### src/rtl/lmc_pkg.sv
package lmc_pkg;

    localparam int BYTE_W  = 8;
    localparam int SRC_W   = 7;
    localparam int NUM_HS  = 3;
    localparam int LV_BIT  = 4;
    localparam int CNT_W   = 4;

    typedef enum logic [1:0] {
        SPD_NORMAL = 2'b00,
        SPD_SLOW   = 2'b01,
        SPD_FAST   = 2'b10,
        SPD_LOWPWR = 2'b11
    } spd_e;

    typedef enum logic [1:0] {
        MD_SLEEP = 2'b00,
        MD_STOP  = 2'b01,
        MD_WDCLR = 2'b10,
        MD_RUN   = 2'b11
    } mode_e;

    typedef struct packed {
        spd_e              spd;
        logic              pu_off;
        logic [NUM_HS-1:0] hs;
        mode_e             mode;
    } ctrl_t;

    typedef struct packed {
        logic              evt;
        logic              ok;
        logic [BYTE_W-1:0] data;
    } frame_t;

    function automatic ctrl_t unpack_cmd(input logic [BYTE_W-1:0] b);
        ctrl_t c;
        c.spd    = spd_e'(b[7:6]);
        c.pu_off = b[5];
        c.hs     = b[4:2];
        c.mode   = mode_e'(b[1:0]);
        return c;
    endfunction

    function automatic logic is_lp_cmd(input logic [BYTE_W-1:0] b);
        return (b[7:6] == SPD_LOWPWR) && (b[4:2] == '0) && (b[1] == 1'b0);
    endfunction

    function automatic logic [BYTE_W-1:0] pack_status(
        input logic [SRC_W-1:0] src,
        input logic             first,
        input logic             bf
    );
        logic [SRC_W-1:0] s;
        s         = src;
        s[LV_BIT] = first ? bf : src[LV_BIT];
        return {|s, s};
    endfunction

endpackage

### src/rtl/lmc_spi_front.sv
module lmc_spi_front
    import lmc_pkg::*;
#(
    parameter int SYNC_STAGES = 2
) (
    input  logic              clk,
    input  logic              rst,
    input  logic              sck,
    input  logic              cs_n,
    input  logic              mosi,
    input  logic [BYTE_W-1:0] tx_byte,
    output logic              cs_fall,
    output logic              miso,
    output logic              miso_en,
    output frame_t            frame
);
    localparam int CNT_MAX = (1 << CNT_W) - 1;

    // index 0: cs_n, 1: sck, 2: mosi
    logic [2:0] stg [SYNC_STAGES];

    genvar gi;
    generate
        for (gi = 0; gi < SYNC_STAGES; gi++) begin : g_sync
            always_ff @(posedge clk) begin
                if (rst) begin
                    stg[gi] <= 3'b001;
                end else if (gi == 0) begin
                    stg[gi] <= {mosi, sck, cs_n};
                end else begin
                    stg[gi] <= stg[gi-1];
                end
            end
        end
    endgenerate

    logic cs_s, sck_s, mosi_s;
    assign cs_s   = stg[SYNC_STAGES-1][0];
    assign sck_s  = stg[SYNC_STAGES-1][1];
    assign mosi_s = stg[SYNC_STAGES-1][2];

    logic cs_d, sck_d;
    always_ff @(posedge clk) begin
        if (rst) begin
            cs_d  <= 1'b1;
            sck_d <= 1'b0;
        end else begin
            cs_d  <= cs_s;
            sck_d <= sck_s;
        end
    end

    logic cs_rise, sck_rise, sck_fall;
    assign cs_fall  =  cs_d & ~cs_s;
    assign cs_rise  = ~cs_d &  cs_s;
    assign sck_rise = ~sck_d &  sck_s & ~cs_s;
    assign sck_fall =  sck_d & ~sck_s & ~cs_s;

    logic [BYTE_W-1:0] rx_sh, tx_sh;
    logic [CNT_W-1:0]  edge_cnt;

    always_ff @(posedge clk) begin
        if (rst) begin
            rx_sh    <= '0;
            edge_cnt <= '0;
        end else if (cs_fall) begin
            edge_cnt <= '0;
        end else if (sck_rise) begin
            rx_sh <= {rx_sh[BYTE_W-2:0], mosi_s};
            if (edge_cnt != CNT_W'(CNT_MAX)) begin
                edge_cnt <= edge_cnt + 1'b1;
            end
        end
    end

    always_ff @(posedge clk) begin
        if (rst) begin
            tx_sh <= '0;
        end else if (cs_fall) begin
            tx_sh <= tx_byte;
        end else if (sck_fall) begin
            tx_sh <= {tx_sh[BYTE_W-2:0], 1'b0};
        end
    end

    assign miso    = ~cs_s & tx_sh[BYTE_W-1];
    assign miso_en = ~cs_s;

    always_comb begin
        frame.evt  = cs_rise;
        frame.ok   = (edge_cnt == CNT_W'(BYTE_W));
        frame.data = rx_sh;
    end

endmodule

### src/rtl/lmc_status.sv
module lmc_status
    import lmc_pkg::*;
(
    input  logic              clk,
    input  logic              any_rst,
    input  logic              cs_fall,
    input  logic [SRC_W-1:0]  stat_src,
    input  logic              batt_fail,
    output logic [BYTE_W-1:0] tx_byte
);
    logic first_rd;

    always_ff @(posedge clk) begin
        if (any_rst) begin
            first_rd <= 1'b1;
        end else if (cs_fall) begin
            first_rd <= 1'b0;
        end
    end

    assign tx_byte = pack_status(stat_src, first_rd, batt_fail);

endmodule

### src/rtl/lmc_ctrl_regs.sv
module lmc_ctrl_regs
    import lmc_pkg::*;
(
    input  logic   clk,
    input  logic   por,
    input  logic   srst,
    input  frame_t frame,
    output ctrl_t  ctrl,
    output logic   wd_clr,
    output logic   sleep_req,
    output logic   stop_req
);
    logic              pend;
    logic [BYTE_W-1:0] pend_b;
    ctrl_t             cmd;
    logic              lp, repeat_hit;

    assign cmd        = unpack_cmd(frame.data);
    assign lp         = is_lp_cmd(frame.data);
    assign repeat_hit = pend && (pend_b == frame.data);

    // pull-up bit: power-on reset domain only
    always_ff @(posedge clk) begin
        if (por) begin
            ctrl.pu_off <= 1'b0;
        end else if (!srst && frame.evt && frame.ok && (!lp || repeat_hit)) begin
            ctrl.pu_off <= cmd.pu_off;
        end
    end

    // remaining fields and sequencer: either reset
    always_ff @(posedge clk) begin
        if (por || srst) begin
            ctrl.spd  <= SPD_NORMAL;
            ctrl.hs   <= '0;
            ctrl.mode <= MD_SLEEP;
            pend      <= 1'b0;
            pend_b    <= '0;
            wd_clr    <= 1'b0;
            sleep_req <= 1'b0;
            stop_req  <= 1'b0;
        end else begin
            wd_clr <= 1'b0;
            if (frame.evt) begin
                if (!frame.ok) begin
                    pend <= 1'b0;
                end else if (lp) begin
                    if (repeat_hit) begin
                        ctrl.spd  <= cmd.spd;
                        ctrl.hs   <= cmd.hs;
                        ctrl.mode <= cmd.mode;
                        pend      <= 1'b0;
                        sleep_req <= (cmd.mode == MD_SLEEP);
                        stop_req  <= (cmd.mode == MD_STOP);
                    end else begin
                        pend   <= 1'b1;
                        pend_b <= frame.data;
                    end
                end else begin
                    pend      <= 1'b0;
                    ctrl.spd  <= cmd.spd;
                    ctrl.hs   <= cmd.hs;
                    sleep_req <= 1'b0;
                    stop_req  <= 1'b0;
                    if (cmd.mode == MD_WDCLR) begin
                        ctrl.mode <= MD_RUN;
                        wd_clr    <= 1'b1;
                    end else begin
                        ctrl.mode <= cmd.mode;
                    end
                end
            end
        end
    end

endmodule

### src/rtl/lin_mode_ctrl.sv
module lin_mode_ctrl
    import lmc_pkg::*;
#(
    parameter int SYNC_STAGES = 2
) (
    input  logic                 clk,
    input  logic                 por,
    input  logic                 srst,
    input  logic                 sck,
    input  logic                 cs_n,
    input  logic                 mosi,
    output logic                 miso,
    output logic                 miso_en,
    input  logic [SRC_W-1:0]     stat_src,
    input  logic                 batt_fail,
    output logic [1:0]           spd_sel,
    output logic                 pu_off,
    output logic [NUM_HS-1:0]    hs_en,
    output logic [1:0]           mode_sel,
    output logic                 wd_clr,
    output logic                 sleep_req,
    output logic                 stop_req
);
    logic              any_rst;
    logic              cs_fall;
    logic [BYTE_W-1:0] tx_byte;
    frame_t            frame;
    ctrl_t             ctrl;

    assign any_rst = por | srst;

    lmc_spi_front #(.SYNC_STAGES(SYNC_STAGES)) u_front (
        .clk     (clk),
        .rst     (any_rst),
        .sck     (sck),
        .cs_n    (cs_n),
        .mosi    (mosi),
        .tx_byte (tx_byte),
        .cs_fall (cs_fall),
        .miso    (miso),
        .miso_en (miso_en),
        .frame   (frame)
    );

    lmc_status u_status (
        .clk       (clk),
        .any_rst   (any_rst),
        .cs_fall   (cs_fall),
        .stat_src  (stat_src),
        .batt_fail (batt_fail),
        .tx_byte   (tx_byte)
    );

    lmc_ctrl_regs u_regs (
        .clk       (clk),
        .por       (por),
        .srst      (srst),
        .frame     (frame),
        .ctrl      (ctrl),
        .wd_clr    (wd_clr),
        .sleep_req (sleep_req),
        .stop_req  (stop_req)
    );

    assign spd_sel  = ctrl.spd;
    assign pu_off   = ctrl.pu_off;
    assign hs_en    = ctrl.hs;
    assign mode_sel = ctrl.mode;

endmodule

### config.mk
export PLATFORM = sky130hd
export DESIGN_NAME = lin_mode_ctrl
export DESIGN_NICKNAME = d
export VERILOG_FILES = /design/src/rtl/lmc_pkg.sv /design/src/rtl/lmc_spi_front.sv /design/src/rtl/lmc_status.sv /design/src/rtl/lmc_ctrl_regs.sv /design/src/rtl/lin_mode_ctrl.sv
export SDC_FILE = /design/constraint.sdc
export NUM_CORES = 1
export LEC_CHECK = 0
export BUFFER_PORTS_ARGS = -buffer_cell sky130_fd_sc_hd__buf_2
export CAP_MARGIN = 15
export CORE_MARGIN = 3
export CORE_UTILIZATION = 40
export DETAILED_ROUTE_END_ITERATION = 12
export GPL_ROUTABILITY_DRIVEN = 0
export GPL_TIMING_DRIVEN = 1
export MAX_ROUTING_LAYER = met4
export PLACE_DENSITY = 0.6
export SYNTH_ARGS = -nofsm -noshare
export SYNTH_HDL_FRONTEND = slang
export SYNTH_HIERARCHICAL = 1
export SYNTH_SLANG_ARGS = --single-unit
### constraint.sdc
create_clock -name clk -period 2.02 [get_ports clk]
set_clock_uncertainty 0.15 [all_clocks]
set_input_delay 0.303 -clock clk [delete_from_list [all_inputs] [get_ports clk]]
set_output_delay 0.303 -clock clk [all_outputs]
set_load 0.1 [all_outputs]
==> reports/metrics.cfg <==
[status]
status=finished, final reports clean

[floorplan]
coreArea_mm2=0.00491
die_h_um=78.8
initial_utilization_pct=43.2
pin_count=27
die_area_mm2=0.00621
rows=25
die_w_um=78.8

[route]
postRouteAntennaNets=0
drc=0
num_vias=1533
drt-initial-drc-count=46
wl_per_cell_um=12.5
drtPass1Iterations=4
routed_wl_mm=3.98
viasPerCell=4.81

[cts]
clk_path_buf_depth=2
cts_tree=built
hold_buffers=0
cts.htree.levels=2
cts-root-buf=clkbuf_8
clkSinkCount=49
numCtsBuffers=5
path_clk_slew_ps=90
insertion_delay_ps=300

[setup_path]
start_kind=flop
path_max_fanout=6
crit_type=reg2reg
cp.required_ps=2070
arrival_ps=2050
end_kind=flop

[sta]
post-route-period-util_pct=99.3
maxSlewHeadroom_pct=67.5
tightest_slew_ps=491
fin_crit_ps=2010
max_freq_mhz=498
hold_viol_final=0
final.setup.tns_ps=0
worst_slack_ps=13.5
setup_viol=0
whs_ps=33.5
drv_slew=0
rsz0062_at_grt=true

[logic_synthesis]
syn-num-nets=238
async_flop_share_pct=0
syn-instance-count=222
synth-edff-count=0
syn_area_mm2=0.00212
ys_types=42
synth_ff_type=dfxtp_1
yosysWarningCount=6
ys_ff_latch=49
ys_seq_area_share_pct=46.2
synth_area_per_cell_um2=9.56

[layout]
final_cell_area_mm2=0.00245
fin_nets=267
final_cell_mix=47 x dfxtp_1, 37 x nand2_1, 26 x buf_2
final_common_cell=dfxtp_1
area_growth_syn_to_layout_pct=15.6
layout-drive-gt1-share_pct=26.2
insertedDiodeCount=0

[global_routing]
grt-ovfl-total=0
grt_pass1_wl_mm=6.63
grt_max_degree=30
grt_pass1_vias=1455
gr-usage-all-layers_pct=13.9
antenna_found_initial=0

[place]
io_buffers=26
place_ws_ps=16.0
hpwl_mm=2.82
place_area_mm2=0.00230

[power_and_ir_drop]
power_density_mw_per_mm2=710
ir_drop_uv=424
p_leak_nw=0.905

[min_path]
hold_path.class=in2reg

[run]
drv_cap=0

logic make-up (layout without fill, tap and decap cells):
group | after synthesis | in the layout | share of synthesized area, %
AO/OA/AOI/OAI | 29 | 29 | 10.3
AND/OR/NAND/NOR | 95 | 96 | 24.2
buffers and inverters | 20 | 49 | 5.84
adder cells (fa/ha/maj) | 2 | 2 | 1.18
multiplexers | 17 | 17 | 8.08
XOR/XNOR | 10 | 10 | 4.13
flip-flops | 49 | 49 | 46.2
cell usage after synthesis (2+ instances only):
library cell / number / area (um^2)
a21oi_2: 4 / 35.0
and4b_1: 2 / 20.0
o21a_1: 2 / 15.0
nand2_1: 37 / 139
nor3b_4: 2 / 37.5
nor2b_1: 8 / 50.1
inv_1: 4 / 15.0
xnor2_1: 7 / 61.3
nand3_1: 8 / 40.0
xor2_1: 3 / 26.3
ha_1: 2 / 25.0
mux2i_1: 16 / 160
dfxtp_1: 49 / 981
buf_4: 7 / 52.6
nor2_1: 13 / 48.8
or2_2: 3 / 18.8
and3_1: 5 / 31.3
or2_1: 2 / 12.5
a21oi_1: 8 / 40.0
or4_1: 2 / 15.0
a211oi_1: 7 / 52.6
nand2b_1: 3 / 18.8
buf_6: 3 / 33.8
clkbuf_1: 6 / 22.5
nand4_1: 2 / 12.5
sequential cells by signal, indices dropped and copies added (netlist names):
| signal | flops |
|---|---|
| u_front/rx_sh | 8 |
| u_front/tx_sh | 8 |
| u_regs/ctrl | 8 |
| u_regs/pend_b | 8 |
| u_front/stg | 6 |
| u_front/edge_cnt | 4 |
| u_front/cs_d | 1 |
| u_front/sck_d | 1 |
| u_regs/pend | 1 |
| u_regs/sleep_req | 1 |
| u_regs/stop_req | 1 |
| u_regs/wd_clr | 1 |
| u_status/first_rd | 1 |
power by group:
part	switching [W]	internal, W	total [W]
Sequential	0.00000229	0.000968	0.000971
Combinational	0.0000330	0.0000229	0.0000559
Clock	0.000311	0.000404	0.000715
per-layer routing:
layer,vias up,share of wire [%],track usage [%]
met5,-,0,-
met4,0,1.1,4.64
met3,6,4.6,4.42
met2,34,45,21.8
met1,692,49,17.1
li1,801,-,-
timing repair:
action / in CTS / in global routing
setup endpoints to repair: 2 / 13
resized for setup: 1 / 4
cloned: 0 / 1
pin swaps: 0 / 5
buffers inserted: 0 / 1
worst max-delay path, stage by stage, from the launching register on:
cell	delay, ps
dfxtp_4	370
or4b_4	530
nor3b_4	310
o41a_4	270
nor2_4	60
o211a_1	220
per-stage QoR:
| step | total power, W | instances | util, % |
|---|---|---|---|
| 4_1_cts | 0.00176 | 317 | 49.3 |
| 3_5_place_dp | 0.00105 | 309 | 46.9 |
| 2_1_floorplan | 0.00104 | 222 | - |
| 6_report | 0.00174 | 319 | 49.9 |
| 5_1_grt | 0.00181 | 319 | 49.9 |
| 3_3_place_gp | 0.00105 | 309 | 46.9 |
final cells by class:
class	instances	area, um^2
Timing Repair Buffer	37	213
Clock buffer	7	86.3
Multi-Input combinational cell	154	1040
Inverter	4	15.0
Tap cell	67	83.8
Sequential cell	49	986
Clock inverter	1	30.0
Fill cell	461	2460
worst paths after layout:
check	cells after the start	end	slack, ps	start
min reg2reg	1	u_front/stg[1][0]	270	u_front/stg[0][0]
max	5	u_regs/ctrl[0]	10	u_front/rx_sh[1]
max reg2reg	5	u_regs/ctrl[0]	10	u_front/rx_sh[1]
min	2	u_regs/ctrl[5]	30	por
Power figures use the tool's default switching activity.
